### src/rtl/tlb_pkg.sv
package tlb_pkg;

    // Access rights held by one translation entry
    typedef struct packed {
        logic rd;
        logic wr;
    } perm_t;

    // Outcome of one lookup
    typedef enum logic [1:0] {
        RES_NONE  = 2'd0,
        RES_HIT   = 2'd1,
        RES_MISS  = 2'd2,
        RES_FAULT = 2'd3
    } tlb_res_e;

    // True when the rights allow the requested access kind
    function automatic logic access_ok(input perm_t p, input logic is_write);
        return is_write ? p.wr : p.rd;
    endfunction

endpackage

### src/rtl/tlb_lru.sv
module tlb_lru #(
    parameter int ENTRIES = 32
) (
    input  logic                       clk,
    input  logic                       rst,
    input  logic                       touch_a_en,
    input  logic [$clog2(ENTRIES)-1:0] touch_a_idx,
    input  logic                       touch_b_en,
    input  logic [$clog2(ENTRIES)-1:0] touch_b_idx,
    output logic [$clog2(ENTRIES)-1:0] lru_idx
);
    localparam int IW = $clog2(ENTRIES);
    localparam logic [IW-1:0] OLDEST = IW'(ENTRIES - 1);

    // Each entry carries a distinct age; 0 is most recent, ENTRIES-1 oldest
    logic [IW-1:0] age_q [ENTRIES];
    logic [IW-1:0] age_a [ENTRIES];
    logic [IW-1:0] age_n [ENTRIES];
    logic [IW-1:0] ref_a, ref_b;
    logic [ENTRIES-1:0] oldest_vec;

    // Two ordered touches: lookup first, refill second
    always_comb begin
        ref_a = age_q[touch_a_idx];
        for (int i = 0; i < ENTRIES; i++) begin
            age_a[i] = age_q[i];
            if (touch_a_en) begin
                if (IW'(i) == touch_a_idx)
                    age_a[i] = '0;
                else if (age_q[i] < ref_a)
                    age_a[i] = IW'(age_q[i] + 1'b1);
            end
        end
        ref_b = age_a[touch_b_idx];
        for (int i = 0; i < ENTRIES; i++) begin
            age_n[i] = age_a[i];
            if (touch_b_en) begin
                if (IW'(i) == touch_b_idx)
                    age_n[i] = '0;
                else if (age_a[i] < ref_b)
                    age_n[i] = IW'(age_a[i] + 1'b1);
            end
        end
    end

    always_ff @(posedge clk) begin
        if (rst) begin
            for (int i = 0; i < ENTRIES; i++)
                age_q[i] <= IW'(i);
        end else begin
            for (int i = 0; i < ENTRIES; i++)
                age_q[i] <= age_n[i];
        end
    end

    always_comb begin
        lru_idx = '0;
        for (int i = 0; i < ENTRIES; i++) begin
            oldest_vec[i] = (age_q[i] == OLDEST);
            if (oldest_vec[i])
                lru_idx = lru_idx | IW'(i);
        end
    end

    // ages stay a permutation, so exactly one entry is the oldest
    p_one_victim_r8: assert property (@(posedge clk) disable iff (rst)
        $onehot(oldest_vec));

    // a refill touch makes that entry the most recent
    p_fill_most_recent_r8: assert property (@(posedge clk) disable iff (rst)
        touch_b_en |=> (age_q[$past(touch_b_idx)] == '0));

endmodule

### src/rtl/tlb_cam.sv
module tlb_cam
    import tlb_pkg::*;
#(
    parameter int ENTRIES = 32,
    parameter int VPN_W   = 20,
    parameter int PPN_W   = 22
) (
    input  logic                       clk,
    input  logic                       rst,
    // lookup search
    input  logic [VPN_W-1:0]           lk_vpn,
    output logic                       lk_hit,
    output logic [$clog2(ENTRIES)-1:0] lk_idx,
    output logic [PPN_W-1:0]           lk_ppn,
    output perm_t                      lk_perm,
    // refill search (duplicate detection and free slot)
    input  logic [VPN_W-1:0]           fl_vpn,
    output logic                       fl_hit,
    output logic [$clog2(ENTRIES)-1:0] fl_idx,
    output logic                       free_any,
    output logic [$clog2(ENTRIES)-1:0] free_idx,
    // write port
    input  logic                       wr_en,
    input  logic [$clog2(ENTRIES)-1:0] wr_idx,
    input  logic [VPN_W-1:0]           wr_vpn,
    input  logic [PPN_W-1:0]           wr_ppn,
    input  perm_t                      wr_perm,
    input  logic                       flush_all
);
    localparam int IW = $clog2(ENTRIES);

    logic [ENTRIES-1:0] vld;
    logic [VPN_W-1:0]   ent_vpn  [ENTRIES];
    logic [PPN_W-1:0]   ent_ppn  [ENTRIES];
    perm_t              ent_perm [ENTRIES];
    logic [ENTRIES-1:0] lk_match;
    logic [ENTRIES-1:0] fl_match;

    for (genvar e = 0; e < ENTRIES; e++) begin : g_ent
        logic sel;
        assign sel = wr_en && (wr_idx == IW'(e));

        always_ff @(posedge clk) begin
            if (rst || flush_all)
                vld[e] <= 1'b0;
            else if (sel)
                vld[e] <= 1'b1;
        end

        always_ff @(posedge clk) begin
            if (sel) begin
                ent_vpn[e]  <= wr_vpn;
                ent_ppn[e]  <= wr_ppn;
                ent_perm[e] <= wr_perm;
            end
        end

        assign lk_match[e] = vld[e] && (ent_vpn[e] == lk_vpn);
        assign fl_match[e] = vld[e] && (ent_vpn[e] == fl_vpn);
    end

    // Matches are one-hot, so the selected fields can be OR-reduced
    always_comb begin
        lk_idx  = '0;
        lk_ppn  = '0;
        lk_perm = '0;
        fl_idx  = '0;
        for (int e = 0; e < ENTRIES; e++) begin
            if (lk_match[e]) begin
                lk_idx     = lk_idx | IW'(e);
                lk_ppn     = lk_ppn | ent_ppn[e];
                lk_perm.rd = lk_perm.rd | ent_perm[e].rd;
                lk_perm.wr = lk_perm.wr | ent_perm[e].wr;
            end
            if (fl_match[e])
                fl_idx = fl_idx | IW'(e);
        end
    end

    assign lk_hit   = |lk_match;
    assign fl_hit   = |fl_match;
    assign free_any = ~&vld;

    // Lowest-index free entry
    always_comb begin
        free_idx = '0;
        for (int e = ENTRIES - 1; e >= 0; e--) begin
            if (!vld[e])
                free_idx = IW'(e);
        end
    end

    // refills never create a second entry for the same page
    p_single_match_r9: assert property (@(posedge clk) disable iff (rst)
        $onehot0(lk_match) && $onehot0(fl_match));

    // a flush leaves no valid entry behind
    p_flush_empties_r10: assert property (@(posedge clk) disable iff (rst)
        flush_all |=> (vld == '0));

    // a refill into a non-full array fills a slot that was free
    p_fill_free_slot_r7: assert property (@(posedge clk) disable iff (rst)
        (wr_en && !flush_all && !fl_hit && free_any) |-> !vld[wr_idx]);

endmodule

### src/rtl/tlb_xlate.sv
module tlb_xlate
    import tlb_pkg::*;
#(
    parameter int ENTRIES    = 32,
    parameter int VA_W       = 32,
    parameter int PA_W       = 34,
    parameter int PAGE_BYTES = 4096
) (
    input  logic                          clk,
    input  logic                          rst,
    input  logic                          req_valid,
    input  logic [VA_W-1:0]               req_vaddr,
    input  logic                          req_write,
    output logic                          rsp_valid,
    output logic                          rsp_hit,
    output logic                          rsp_miss,
    output logic                          rsp_fault,
    output logic [PA_W-1:0]               rsp_paddr,
    input  logic                          fill_valid,
    input  logic [VA_W-$clog2(PAGE_BYTES)-1:0] fill_vpn,
    input  logic [PA_W-$clog2(PAGE_BYTES)-1:0] fill_ppn,
    input  logic                          fill_read_ok,
    input  logic                          fill_write_ok,
    input  logic                          flush_all
);
    localparam int OFF_W = $clog2(PAGE_BYTES);
    localparam int VPN_W = VA_W - OFF_W;
    localparam int PPN_W = PA_W - OFF_W;
    localparam int IW    = $clog2(ENTRIES);

    typedef struct packed {
        logic            valid;
        tlb_res_e        res;
        logic [PA_W-1:0] paddr;
    } rsp_t;

    logic [VPN_W-1:0] req_vpn;
    logic [OFF_W-1:0] req_off;
    logic             lk_hit, fl_hit, free_any;
    logic [IW-1:0]    lk_idx, fl_idx, free_idx, lru_idx, wr_idx;
    logic [PPN_W-1:0] lk_ppn;
    perm_t            lk_perm, wr_perm;
    logic             wr_en;
    rsp_t             rsp_d, rsp_q;

    assign req_vpn = req_vaddr[VA_W-1:OFF_W];
    assign req_off = req_vaddr[OFF_W-1:0];
    assign wr_perm = '{rd: fill_read_ok, wr: fill_write_ok};
    assign wr_en   = fill_valid && !flush_all;

    // Refill target: existing entry, else lowest free, else least recent
    always_comb begin
        if (fl_hit)
            wr_idx = fl_idx;
        else if (free_any)
            wr_idx = free_idx;
        else
            wr_idx = lru_idx;
    end

    tlb_cam #(
        .ENTRIES (ENTRIES),
        .VPN_W   (VPN_W),
        .PPN_W   (PPN_W)
    ) u_cam (
        .clk       (clk),
        .rst       (rst),
        .lk_vpn    (req_vpn),
        .lk_hit    (lk_hit),
        .lk_idx    (lk_idx),
        .lk_ppn    (lk_ppn),
        .lk_perm   (lk_perm),
        .fl_vpn    (fill_vpn),
        .fl_hit    (fl_hit),
        .fl_idx    (fl_idx),
        .free_any  (free_any),
        .free_idx  (free_idx),
        .wr_en     (wr_en),
        .wr_idx    (wr_idx),
        .wr_vpn    (fill_vpn),
        .wr_ppn    (fill_ppn),
        .wr_perm   (wr_perm),
        .flush_all (flush_all)
    );

    tlb_lru #(
        .ENTRIES (ENTRIES)
    ) u_lru (
        .clk         (clk),
        .rst         (rst),
        .touch_a_en  (req_valid && lk_hit),
        .touch_a_idx (lk_idx),
        .touch_b_en  (wr_en),
        .touch_b_idx (wr_idx),
        .lru_idx     (lru_idx)
    );

    // Classify the lookup and form the physical address
    always_comb begin
        rsp_d = '0;
        if (req_valid) begin
            rsp_d.valid = 1'b1;
            if (!lk_hit) begin
                rsp_d.res = RES_MISS;
            end else if (access_ok(lk_perm, req_write)) begin
                rsp_d.res   = RES_HIT;
                rsp_d.paddr = {lk_ppn, req_off};
            end else begin
                rsp_d.res = RES_FAULT;
            end
        end
    end

    always_ff @(posedge clk) begin
        if (rst)
            rsp_q <= '0;
        else
            rsp_q <= rsp_d;
    end

    assign rsp_valid = rsp_q.valid;
    assign rsp_hit   = (rsp_q.res == RES_HIT);
    assign rsp_miss  = (rsp_q.res == RES_MISS);
    assign rsp_fault = (rsp_q.res == RES_FAULT);
    assign rsp_paddr = rsp_q.paddr;

    // every request is answered in the next cycle, and only then
    p_next_cycle_r2: assert property (@(posedge clk) disable iff (rst)
        req_valid |=> rsp_valid);
    p_no_spurious_r2: assert property (@(posedge clk) disable iff (rst)
        !req_valid |=> !rsp_valid);

    // one outcome per response, silence otherwise
    p_one_outcome_r6: assert property (@(posedge clk) disable iff (rst)
        rsp_valid |-> ($countones({rsp_hit, rsp_miss, rsp_fault}) == 1));
    p_quiet_idle_r6: assert property (@(posedge clk) disable iff (rst)
        !rsp_valid |-> (!rsp_hit && !rsp_miss && !rsp_fault && rsp_paddr == '0));

    // the page offset passes through untranslated
    p_offset_kept_r3: assert property (@(posedge clk) disable iff (rst)
        req_valid |=> (!rsp_hit || rsp_paddr[OFF_W-1:0] == $past(req_off)));

    // no address leaks on a fault or a miss
    p_fault_no_addr_r4: assert property (@(posedge clk) disable iff (rst)
        rsp_fault |-> (rsp_paddr == '0));
    p_miss_no_addr_r5: assert property (@(posedge clk) disable iff (rst)
        rsp_miss |-> (rsp_paddr == '0));

endmodule

### config.mk
export PLATFORM = sky130hd
export DESIGN_NAME = tlb_xlate
export DESIGN_NICKNAME = d
export VERILOG_FILES = /design/src/rtl/tlb_pkg.sv /design/src/rtl/tlb_lru.sv /design/src/rtl/tlb_cam.sv /design/src/rtl/tlb_xlate.sv
export SDC_FILE = /design/constraint.sdc
export NUM_CORES = 2
export LEC_CHECK = 0
export ABC_AREA = 1
export ABC_CLOCK_PERIOD_IN_PS = 11000
export BUFFER_PORTS_ARGS = -buffer_cell sky130_fd_sc_hd__buf_2
export CELL_PAD_IN_SITES_DETAIL_PLACEMENT = 2
export CELL_PAD_IN_SITES_GLOBAL_PLACEMENT = 2
export CORE_ASPECT_RATIO = 1.1
export CORE_UTILIZATION = 41
export DETAILED_ROUTE_END_ITERATION = 10
export PLACE_DENSITY = 0.78
export SETUP_SLACK_MARGIN = 0.15
export SYNTH_ARGS = -nofsm -noshare
export SYNTH_HDL_FRONTEND = slang
export SYNTH_SLANG_ARGS = --single-unit
### constraint.sdc
create_clock -name clk -period 11 [get_ports clk]
set_input_delay 0.55 -clock clk [delete_from_list [all_inputs] [get_ports clk]]
set_output_delay 0.55 -clock clk [all_outputs]
set_load 0.02 [all_outputs]
==> out/metrics.yaml <==
floorplanning:
  coreArea_um2: 219000
  fp.dieH_um: 494
  start_util: 0.413
  die_area_um2: 222000
  chipWidth_um: 450
  io_pins: 120
  rows: 180
cts:
  cts.htree.levels: 4
  cts_buffer_depth: 3
  ctsResizeCount: 0
  cts_tree: "built"
  root_buffer: "clkbuf_16"
  worstSkewPairLatency_ns: 0.93
  clk_pin_slew_ns: 0.08
  post_cts_buffers: 0
  hold_buffers: 12
  numClockSinks: 1637
  numCtsBuffers: 185
yosys:
  yosys.area.top_type: "edfxtp_1"
  synth_common_cells: "1,723 x nand2_1, 1,408 x edfxtp_1, 1,408 x inv_1"
  syn_area_per_cell_um2: 9.15
  seq_area_frac_synth: 0.519
  yosys_warnings: 0
  synth_edf_count: 1408
  yosysMostFrequentCell: "nand2_1"
  netlist_instances: 9866
  async_flop_share: 0
  synth.distinct_cells: 74
  synth_top_cell_area_share: 0.468
  syn_area_um2: 90300
  ys.flop_type: "edfxtp_1"
  synth_seq_cells: 1637
  ys_top_cells_by_area: "edfxtp_1 47%, nand2_1 7.2%, inv_1 5.9%, dfxtp_1 5.1%, ha_1 4.9%"
  syn-num-nets: 10300
global_route:
  grt_pass1_wl_um: 710000
  grt_max_degree: 52
  gr-total-overflow: 0
  grt_pass1_vias: 92200
  antenna_found_initial: 29
  grt_use_total: 0.452
power_and_ir_drop:
  seqPwrFrac: 0.463
  cell_internal_pwr_mw: 10.7
  power.density_nw_per_um2: 145
  combPwrFrac: 0.086
  p_sw_frac: 0.273
  p_clk_frac: 0.452
  power_mw: 14.7
  leakage_nw: 40.1
  vdd_drop_max_uv: 165
  p_sw_mw: 4.01
min_path:
  min_path_cells: 2
  holdPathEnd: "rsp_valid"
  hp-start: "rst"
  hold_class: "input pin to flip-flop"
timing:
  tightest_slew_ns: 1.43
  final.setup.tns_ns: 0
  max-slew-margin-rel: 0.0414
  fin_crit_sh: 0.973
  hold-worst-slack_ns: 0.0519
  setup_violations: 0
  setup_ws_ns: 0.293
  finalCriticalPeriod_ns: 10.71
  fin_skew_ns: 0.108
  max_freq_mhz: 93.4
  finalMaxSlewViolations: 0
  hold_violations: 0
  rsz0062_at_grt: "false"
cells_and_area:
  area_delta_synth_final_pct: 12.6
  post_layout_nonfiller_instances: 13100
  layout.nets: 10500
  final_cell_area_um2: 102000
  fin_util: 0.465
  drive_gt1_frac: 0.0892
route:
  wl_met1_um: 184000
  routed_wl_um: 516000
  top_layer: "met5"
  initialDrtViolationCount: 10300
  met2WireLength_um: 235000
  postRouteAntennaNets: 0
  drt_first_pass_iters: 6
  viasPerCell: 6.63
  drc_errors: 0
  wire_per_inst_um: 39.3
  wl_met3_um: 50000
  num_vias: 87000
critical_path:
  critical-path-slowest-cell: "nor4_1"
  startpoint_type: "input pin"
  critPathKind: "input pin to flip-flop"
  required_ns: 11.79
  max_stage_delay_ns: 0.96
  rrSetupSlack_ns: 0.41
  critPathArrivalTime_ns: 11.50
  endpoint_kind: "flip-flop"
  r2r_start: "u_cam.ent_vpn[0][209]"
  critPathMaxFanout: 24
  cpMostUsedCell: "nor2_1"
  rr_worst_depth: 40
  reg2reg_to: "u_lru.age_q[18][3]"
flow_run:
  maxCapViolCount: 0
place:
  buffer_ports.inserted: 119
  gp_congestion: 0.997
  hpwl_um: 333000
  place_area_um2: 95300
  place_inst: 12700
  place_ws_ns: 0.0244
status:
  status: "finished clean"
[layout by cell type, fill, tap and decap left out, types with 169 or more instances in the layout]
cell type and instances:
a21oi_1 312, buf_4 259, clkbuf_16 186, dfxtp_1 229, edfxtp_1 1408, ha_1 351
inv_1 1394, nand2_1 1720, nand3_1 348, nor2_1 854, nor4_1 169, o21ai_0 569
o22ai_1 540, xnor2_1 215, xor2_1 221
[power by group through the flow]
| stage | combinational, mW | sequential, mW | clock (mW) |
|---|---|---|---|
| 3_3_place_gp | 1.14 | 6.93 | 0 |
| 6_report | 1.26 | 6.80 | 6.63 |
| 4_1_cts | 1.22 | 6.80 | 6.60 |
| 3_5_place_dp | 1.20 | 6.93 | 0 |
| 2_1_floorplan | 0.595 | 6.91 | 0 |
| 5_1_grt | 1.29 | 6.80 | 6.81 |
[per-layer routing]
layer	global-route usage	vias to the layer above
met5	0	-
met4	0.355	24
met3	0.101	2058
met2	0.728	5853
met1	0.521	44500
li1	-	34500
[logic make-up (layout without fill, tap and decap cells)]
kind of cell,after synthesis,count (layout),synth area share
buffers and inverters,1873,2198,0.0841
and+or+nand+nor,3568,3568,0.173
DFF,1637,1637,0.519
adders and majority gates,351,351,0.0486
AOI/OAI and AO/OA,2001,2001,0.133
xor gates and xnor gates,436,436,0.0423
other,0,11,0
[state kept, by name, indices dropped and copies added (netlist names)]
register / count
u_cam.ent_perm: 64
rsp_valid: 1
rsp_paddr: 34
u_lru.age_q: 160
u_cam.ent_vpn: 640
u_cam.ent_ppn: 704
rsp_q: 2
u_cam.vld: 32
[worst max-delay path by stage]
stage / from / end / cells past startpoint
5_1_grt: req_vaddr[21] / u_lru.age_q[18][3] / 45
3_3_place_gp: req_vaddr[21] / u_lru.age_q[10][3] / 44
3_5_place_dp: req_vaddr[21] / u_lru.age_q[27][3] / 44
4_1_cts: req_vaddr[21] / u_lru.age_q[18][3] / 44
2_1_floorplan: req_vaddr[18] / u_lru.age_q[6][2] / 40
6_report: req_vaddr[21] / u_lru.age_q[18][3] / 44
[cell type report]
cell class                 instances  area (um2)
timing repair buffer             403        3180
fill                           23400      117000
tap                             2912        3640
antenna                           11        27.5
multi-input combinational       6356       36300
sequential                      1637       46900
inverter                        1447        5450
clock inverter                    85        1070
clock buffer                     263        5190
[worst max-delay path: cells and delay by family]
kind	cells	cell delay, ns
adders and majority gates	2	0.71
and+or+nand+nor	20	3.90
buffers and inverters	9	3.38
AOI/OAI and AO/OA	13	2.78
Note: power is estimated with default switching activity, not from simulation.
